==> config.mk <==
export PLATFORM = sky130hd
export DESIGN_NAME = scl_phase_acc
export DESIGN_NICKNAME = d
export VERILOG_FILES = /design/src/rtl/scl_pa_pkg.sv /design/src/rtl/scl_pa_load.sv /design/src/rtl/scl_pa_advance.sv /design/src/rtl/scl_pa_phase.sv /design/src/rtl/scl_phase_acc.sv
export SDC_FILE = /design/constraint.sdc
export NUM_CORES = 1
export LEC_CHECK = 0
export BUFFER_PORTS_ARGS = -buffer_cell sky130_fd_sc_hd__buf_2
export CAP_MARGIN = 20
export CORE_MARGIN = 4
export CORE_UTILIZATION = 40
export CTS_CLUSTER_SIZE = 16
export DETAILED_ROUTE_END_ITERATION = 16
export PLACE_DENSITY = 0.69
export SLEW_MARGIN = 20
export SYNTH_ARGS = -nofsm -noshare
export SYNTH_HDL_FRONTEND = slang
export SYNTH_SLANG_ARGS = --single-unit
==> constraint.sdc <==
create_clock -name clk -period 9.4 [get_ports clk]
set_input_delay 0 -clock clk [delete_from_list [all_inputs] [get_ports clk]]
set_output_delay 0 -clock clk [all_outputs]
set_load 0.1 [all_outputs]
==> src/rtl/scl_pa_pkg.sv <==
package scl_pa_pkg;

    localparam int FRAC_BITS      = 19;
    localparam int RATIO_INT_BITS = 3;
    localparam int INDEX_BITS     = 16;
    localparam int PHASE_BITS     = 6;
    localparam int TAP_BITS       = 3;

    // Fraction bits implied as zero below the stored ones in the 24-bit field.
    localparam int FIELD_FRAC_BITS = 24;
    localparam int IMPLIED_ZERO    = FIELD_FRAC_BITS - FRAC_BITS;

endpackage

==> src/rtl/scl_pa_load.sv <==
module scl_pa_load #(
    parameter int FRAC_W  = 19,
    parameter int RATIO_W = 22,
    parameter int INDEX_W = 16
) (
    input  logic [INDEX_W-1:0] init_int_i,
    input  logic [FRAC_W-1:0]  init_frac_i,
    input  logic [RATIO_W-1:0] ratio_i,
    input  logic               bottom_i,
    output logic [INDEX_W-1:0] load_int_o,
    output logic [FRAC_W-1:0]  load_frac_o
);
    localparam int POS_W = INDEX_W + FRAC_W;

    logic [POS_W-1:0] top_pos;
    logic [POS_W-1:0] bot_pos;

    always_comb begin
        top_pos = {init_int_i, init_frac_i};
        bot_pos = top_pos + POS_W'(ratio_i);
    end

    assign load_int_o  = bottom_i ? bot_pos[POS_W-1:FRAC_W] : init_int_i;
    assign load_frac_o = bottom_i ? bot_pos[FRAC_W-1:0]     : init_frac_i;
endmodule

==> src/rtl/scl_pa_advance.sv <==
module scl_pa_advance #(
    parameter int FRAC_W  = 19,
    parameter int RATIO_W = 22,
    parameter int INDEX_W = 16,
    parameter int ADV_W   = 4
) (
    input  logic [INDEX_W-1:0] pos_int_i,
    input  logic [FRAC_W-1:0]  pos_frac_i,
    input  logic [RATIO_W-1:0] ratio_i,
    output logic [INDEX_W-1:0] nxt_int_o,
    output logic [FRAC_W-1:0]  nxt_frac_o,
    output logic [ADV_W-1:0]   adv_o
);
    localparam int RINT_W = RATIO_W - FRAC_W;

    logic [FRAC_W:0]       frac_sum;
    logic [RINT_W-1:0]     ratio_int;
    logic [ADV_W-1:0]      adv;

    always_comb begin
        frac_sum  = {1'b0, pos_frac_i} + {1'b0, ratio_i[FRAC_W-1:0]};
        ratio_int = ratio_i[RATIO_W-1:FRAC_W];
        adv       = ADV_W'(ratio_int) + ADV_W'(frac_sum[FRAC_W]);
    end

    assign adv_o      = adv;
    assign nxt_frac_o = frac_sum[FRAC_W-1:0];
    assign nxt_int_o  = pos_int_i + INDEX_W'(adv);
endmodule

==> src/rtl/scl_pa_phase.sv <==
module scl_pa_phase #(
    parameter int FRAC_W  = 19,
    parameter int PHASE_W = 6,
    parameter int TAP_W   = 3
) (
    input  logic [FRAC_W-1:0]  frac_i,
    input  logic [TAP_W-1:0]   taps_m1_i,
    output logic [PHASE_W-1:0] phase_o
);
    logic [PHASE_W-1:0] raw_phase;

    generate
        if (FRAC_W >= PHASE_W) begin : g_slice
            assign raw_phase = frac_i[FRAC_W-1 -: PHASE_W];
        end else begin : g_pad
            assign raw_phase = {frac_i, {(PHASE_W-FRAC_W){1'b0}}};
        end
    endgenerate

    // A single tap has no phase choice.
    assign phase_o = (taps_m1_i == '0) ? '0 : raw_phase;
endmodule

==> src/rtl/scl_phase_acc.sv <==
module scl_phase_acc
    import scl_pa_pkg::*;
#(
    parameter int FRAC_W  = FRAC_BITS,
    parameter int RINT_W  = RATIO_INT_BITS,
    parameter int INDEX_W = INDEX_BITS,
    parameter int PHASE_W = PHASE_BITS,
    parameter int TAP_W   = TAP_BITS,
    localparam int RATIO_W = RINT_W + FRAC_W,
    localparam int ADV_W   = RINT_W + 1
) (
    input  logic               clk,
    input  logic               rst_n,
    input  logic [RATIO_W-1:0] cfg_ratio_i,
    input  logic [INDEX_W-1:0] cfg_init_int_i,
    input  logic [FRAC_W-1:0]  cfg_init_frac_i,
    input  logic [TAP_W-1:0]   cfg_taps_m1_i,
    input  logic               line_start_i,
    input  logic               field_bot_i,
    input  logic               step_i,
    output logic               smp_valid_o,
    output logic [PHASE_W-1:0] smp_phase_o,
    output logic [ADV_W-1:0]   smp_adv_o,
    output logic [INDEX_W-1:0] smp_index_o,
    output logic               bypass_o
);
    localparam logic [RATIO_W-1:0] RATIO_ONE = RATIO_W'(1) << FRAC_W;

    typedef struct packed {
        logic [INDEX_W-1:0] pos_int;
        logic [FRAC_W-1:0]  pos_frac;
        logic               valid;
        logic [PHASE_W-1:0] phase;
        logic [ADV_W-1:0]   adv;
        logic [INDEX_W-1:0] index;
    } acc_state_t;

    acc_state_t st_d, st_q;

    logic [INDEX_W-1:0] load_int;
    logic [FRAC_W-1:0]  load_frac;
    logic [INDEX_W-1:0] nxt_int;
    logic [FRAC_W-1:0]  nxt_frac;
    logic [ADV_W-1:0]   step_adv;
    logic [PHASE_W-1:0] cur_phase;

    scl_pa_load #(
        .FRAC_W(FRAC_W), .RATIO_W(RATIO_W), .INDEX_W(INDEX_W)
    ) i_load (
        .init_int_i  (cfg_init_int_i),
        .init_frac_i (cfg_init_frac_i),
        .ratio_i     (cfg_ratio_i),
        .bottom_i    (field_bot_i),
        .load_int_o  (load_int),
        .load_frac_o (load_frac)
    );

    scl_pa_advance #(
        .FRAC_W(FRAC_W), .RATIO_W(RATIO_W), .INDEX_W(INDEX_W), .ADV_W(ADV_W)
    ) i_adv (
        .pos_int_i  (st_q.pos_int),
        .pos_frac_i (st_q.pos_frac),
        .ratio_i    (cfg_ratio_i),
        .nxt_int_o  (nxt_int),
        .nxt_frac_o (nxt_frac),
        .adv_o      (step_adv)
    );

    scl_pa_phase #(
        .FRAC_W(FRAC_W), .PHASE_W(PHASE_W), .TAP_W(TAP_W)
    ) i_phase (
        .frac_i    (st_q.pos_frac),
        .taps_m1_i (cfg_taps_m1_i),
        .phase_o   (cur_phase)
    );

    always_comb begin
        st_d       = st_q;
        st_d.valid = 1'b0;
        if (line_start_i) begin
            st_d.pos_int  = load_int;
            st_d.pos_frac = load_frac;
        end else if (step_i) begin
            st_d.valid    = 1'b1;
            st_d.phase    = cur_phase;
            st_d.index    = st_q.pos_int;
            st_d.adv      = step_adv;
            st_d.pos_int  = nxt_int;
            st_d.pos_frac = nxt_frac;
        end
    end

    always_ff @(posedge clk) begin
        if (!rst_n) begin
            st_q <= '0;
        end else begin
            st_q <= st_d;
        end
    end

    assign smp_valid_o = st_q.valid;
    assign smp_phase_o = st_q.phase;
    assign smp_adv_o   = st_q.adv;
    assign smp_index_o = st_q.index;
    assign bypass_o    = (cfg_ratio_i == RATIO_ONE);
endmodule

## After elaboration in Yosys (flattened, before gate mapping)

Cells that the tools add are included.

| storage, ports and cells | value |
|---|---|
| output and inout bits | 28 |
| latch bits | 0 |
| input bits | 65 |
| memories | 0 |
| memory bits (read-only) | 0 |
| logic and storage cells | 22 |
| memory bits (writable) | 0 |
| register bits after elaboration | 62 |

| cells by class | value |
|---|---|
| bitwise operators | 2 |
| add/sub/neg operators | 4 |
| equal/unequal tests | 1 |
| reduce and logical (&&, ||, !) cells | 4 |
| shift operators | 0 |
| multipliers | 0 |
| multiplexer cells | 5 |
| $lt $le $gt $ge | 0 |
| divide/modulo/power cells | 0 |

Operators by type and width:

| cell | number |
|---|---|
| two-way mux 62 bit | 1 |
| adder 35 x 22 -> 35 bit | 1 |
| two-way mux 35 bit | 1 |
| == test 22 x 20 -> 1 bit (second input constant) | 1 |
| adder 19 x 19 -> 20 bit | 1 |
| two-way mux 19 bit | 1 |
| adder 16 x 4 -> 16 bit | 1 |
| two-way mux 16 bit | 1 |
| two-way mux 6 bit | 1 |
| adder 3 x 1 -> 4 bit | 1 |
| logical NOT 3 bit | 1 |
| inverter 1 bit | 2 |
| AND reduction 2 bit | 1 |
| nonzero test 2 bit | 1 |
| OR reduction 2 bit | 1 |

## Logic depth before layout (Yosys ltp)

| logic depth | value |
|---|---|
| depth in word-level cells | 5 |
| mapped depth | 20 |
| mapped depth without buffers | 19 |

## By module

From an unflattened synthesis, not the netlist that was laid out.

| second synthesis, totals | value |
|---|---|
| cells, all modules | 774 |
| area, all modules | 6040.8 sq um |

By module, submodules not included:

| module | seq. area each (sq um) | times used | area an instance (sq um) | cells an instance |
|---|---|---|---|---|
| scl_phase_acc | 1241.2 | 1 | 2931.6 | 340 |
| scl_pa_load | 0.0 | 1 | 1727.9 | 253 |
| scl_pa_advance | 0.0 | 1 | 1328.8 | 175 |
| scl_pa_phase | 0.0 | 1 | 52.6 | 6 |

## Worst setup path before layout

Ideal clock, no wire load.

| timing | value |
|---|---|
| path type | register to register |
| start point | register st_q[28] in the netlist's numbering |
| end point | register st_q[56] in the netlist's numbering |
| path buffers | 0 |
| required time | 9.263 ns |
| setup slack | 5.229 ns |
| clock period less this slack | 4.171 ns |
| cell stages (with the launch flop) | 20 |
| setup time | 0.137 ns |
| arrival | 4.034 ns |
| cell sequence | dfxtp_1 -> ha_1 -> a211oi_2 -> o21bai_1 -> o311a_1 -> a211oi_2 -> o21ai_1 -> a21o_1 -> a21o_1 -> ha_1 -> ha_1 -> inv_1 -> fa_1 -> nor2b_1 -> o21a_1 -> o2111ai_1 -> or3_1 -> xnor2_1 -> o21ai_0 -> a31oi_1 |

| between the ends | value |
|---|---|
| word-level cells in the longest chain between the ends | 5 |

Ends and longest elaborated chain:

| item | line | RTL |
|---|---|---|
| from (decl) | scl_phase_acc.sv:38 | `acc_state_t st_d, st_q;` |
| from (signal assigned) | scl_phase_acc.sv:97 | `st_q <= st_d;` |
| adder 19 x 19 -> 20 bit | scl_pa_advance.sv:21 | `frac_sum = {1'b0, pos_frac_i} + {1'b0, ratio_i[FRAC_W-1:0]};` |
| adder 3 x 1 -> 4 bit | scl_pa_advance.sv:23 | `adv = ADV_W'(ratio_int) + ADV_W'(frac_sum[FRAC_W]);` |
| net i_adv.adv_o[1] | scl_pa_advance.sv:12 | `output logic [ADV_W-1:0] adv_o` |
| adder 16 x 4 -> 16 bit | scl_pa_advance.sv:28 | `assign nxt_int_o = pos_int_i + INDEX_W'(adv);` |
| two-way mux 62 bit | scl_phase_acc.sv:83 | `end else if (step_i) begin` |
| two-way mux 35 bit | scl_phase_acc.sv:80 | `if (line_start_i) begin` |

The timed path passes the listed nets, and every way through them passes these cells. The select of a mux whose other input is x is not followed.
A chain may end at the register's enable or synchronous reset.

## Worst setup path in the final report

Ends and elaborated chain as after synthesis.

==> qor.txt <==
Status = completed
DIE HEIGHT = 123 um
Critical path startpoint category = register
Final Cell Area = 6250 um^2
Start point of the critical path = st_q[28]
Initial DRC count = 550
Internal = 0.622 mW
Cts hold-fix bufs = 10
First-pass GRT wire length = 25,500 um
Worst Tran Pin Value = 0.718 ns
Slowest stage delay, CP = 0.42 ns
# port buffers = 92
CP Class = reg2reg
Clk pwr share = 35.4%
Clk slew on worst S/H paths = 0.06 ns
CP max FO = 4
Inserted Diodes = 0
FFs w/ async S/R, synth = 0%
Post-Synthesis Cell Area = 5280 um^2
Final hold violations = 0
CP required = 9.65 ns
Number of flops mapped to enable cells by yosys = 0
Metal-1 WL = 7350 um
Final period util = 49.6%
PD cells = 155 nW/um^2
FILL cells = 1,260
Syn nets = 797
Max-cap violations = 0
Combinational share of power = 33.8%
Wirelength per Cell = 16.6 um
Ys flop type = dfxtp_1
Initial Utilization = 41.3%
Area leader, netlist = dfxtp_1
Clk_skew = 0.00694 ns
Placed Instances = 916
Gr usage total = 21.4%
VDD IR max = 82.7 uV
Leak Pwr = 2.70 nW
DP Area = 5850 um^2
Crit path time final = 4.66 ns
CTS tree = built
Die X = 123 um
Flop pwr share = 30.8%
Setup TNS = 0 ns
Routed met3 length = 1140 um
Netlist cell types = 61
Worst R2R End = st_q[56]
DR vias = 5,428
Vias in the first global route = 5,001
Antenna violations before repair = 0
DR WL met2 = 6560 um
FF-to-FF path depth = 19
Total power = 0.967 mW
Grt ovf = 0
CTS Sinks = 62
Post-CTS Setup Inserts = 0
Clk buf depth = 2
Share of layout cells above drive strength 1 = 16.5%
Count of final setup violators = 0
CP cell instances = ha_1 -> a211oi_2 -> o21bai_1 -> o311a_1 -> a211oi_2 -> o21ai_1 -> a21o_1 -> a21o_1 -> ha_1 -> ha_1 -> inv_1 -> fa_1 -> nor2b_1 -> o21a_1 -> o2111ai_1 -> or3_1 -> xnor2_1 -> o21ai_0 -> a31oi_1
CP max-delay cell = fa_1
WP data arrival = 4.91 ns
Core footprint = 12,800 um^2
Cell Count, Final, Fillers Out = 941
Drc violations = 0
Synth top area cells = dfxtp_1 (24%), ha_1 (11%), a21oi_1 (6.5%), nand2_1 (5.4%), xnor2_1 (4.5%)
Total CTS buffers = 9
Largest net degree at the start of global routing = 64
Yosys top cell area share = 23.5%
Vias per cell = 5.77
Rows = 41
RSZ-0062 raised after global routing = false
Clock root buffer = clkbuf_16
Placer congestion estimate = 0.964
Top sig layer = met4
Relative slew slack = 52.2%
Cell count after synthesis = 682
Clk_lat worst skew = 0.34 ns
Worst Setup End Kind = register
Warnings, synthesis = 0
Final WL = 15,600 um
Most frequent CP cell = ha_1
P_sw = 0.345 mW
Switching share of power = 35.7%
Number of synthesized register bits = 62
RR Startpoint = st_q[28]
FF-to-FF setup slack = 4.74 ns
Io pins = 93
Max-slew violations = 0
Pre-Repair DR Iteration Count = 5
Synth-to-Final Area Change = 18.4%
H-tree Lvls = 3
Critical path endpoint = st_q[56]
Hold Path Class = in2reg
Die Area = 15,100 um^2
Fmax = 215 MHz
Leading cell type by number of instances after synthesis = nand2_1
Commonest cells in the netlist = nand2_1 (76), a21oi_1 (69), dfxtp_1 (62), ha_1 (47), nor2_1 (44)
Syn_area_per_cell = 7.74 um^2
Post-route ant nets = 0
Cts repair resizes = 0
Sequential share of the synthesized area = 23.5%
HPWL Detailed = 11,700 um
Final #Nets = 880
==> per-stage QoR <==
stage	util [%]	hold slack [ns]	setup slack (ns)
after floorplan	-	0.148	5.23
after global placement	45.8	0.286	4.93
after detailed placement	45.8	0.292	4.84
after CTS	48.9	0.00639	4.74
after global routing	48.9	0.0300	4.42
final	48.9	0.0230	4.74
==> sequential cells by signal (all words and copies together), names as in the netlist <==
signal       flops
st_q            35
smp_valid_o      1
smp_adv_o        4
smp_phase_o      6
smp_index_o     16
==> power groups by stage <==
stage,sequential (mW),clock [mW],combinational (mW)
after global routing,0.301,0.355,0.364
after CTS,0.298,0.346,0.323
after detailed placement,0.304,0,0.318
final,0.298,0.342,0.327
after global placement,0.304,0,0.317
after floorplan,0.330,0,0.215
==> cell usage in the layout, fill, tap and decap left out, types with 17 or more instances in the layout <==
| cell type | netlist | final |
|---|---|---|
| o21ai_0 | 43 | 43 |
| nor2_1 | 44 | 44 |
| dfxtp_1 | 62 | 62 |
| xnor2_1 | 27 | 27 |
| nand3_1 | 20 | 20 |
| ha_1 | 47 | 47 |
| a21oi_1 | 69 | 69 |
| nand2_1 | 76 | 76 |
| xor2_1 | 17 | 17 |
| buf_2 | 4 | 92 |
| mux2i_1 | 17 | 17 |
==> cells by family (layout without fill, tap and decap cells) <==
group | after synthesis | after routing | synth area share [%]
compound gates | 236 | 236 | 29.3
xor+xnor | 44 | 44 | 7.30
fa+ha+maj | 50 | 50 | 12.3
buf+inv | 50 | 137 | 3.67
flops | 62 | 62 | 23.5
mux | 21 | 21 | 4.08
simple gates | 219 | 219 | 19.8
==> cell type report <==
class / instances / area [um^2] / area share, %
clock buffers: 10 / 239 / 3.82
clock inverters: 5 / 58.8 / 0.941
inverters: 16 / 60.1 / 0.961
multi-input cells: 570 / 3840 / 61.5
flip-flops and latches: 62 / 1240 / 19.9
well taps: 172 / 215 / 3.44
repair buffers: 106 / 591 / 9.45
==> worst max-delay path: cells and delay by family (launching register included) <==
family	cells	cell delay, ns
buffers and inverters	1	0.06
DFF	1	0.38
xor gates and xnor gates	1	0.18
adders and majority gates	4	1.19
and+or+nand+nor	2	0.52
AOI/OAI and AO/OA	11	2.24
==> routing by layer <==
layer | track usage (%) | up-vias
li1 | - | 2723
met4 | 9.66 | 0
met2 | 31.7 | 202
met5 | 0 | -
met1 | 30.0 | 2458
met3 | 4.30 | 45
==> worst min path at each step <==
stage	startpoint	endpoint	slack [ns]	cells after the start
floorplan	cfg_init_int_i[0]	st_q[46]	0.15	2
global placement	cfg_init_frac_i[10]	st_q[37]	0.29	3
detailed placement	cfg_init_frac_i[10]	st_q[37]	0.29	3
CTS	cfg_init_int_i[12]	st_q[58]	0.006	3
global route	cfg_init_int_i[6]	st_q[52]	0.03	3
finish	cfg_init_frac_i[0]	st_q[27]	0.02	3
Power figures use the tool's default switching activity.
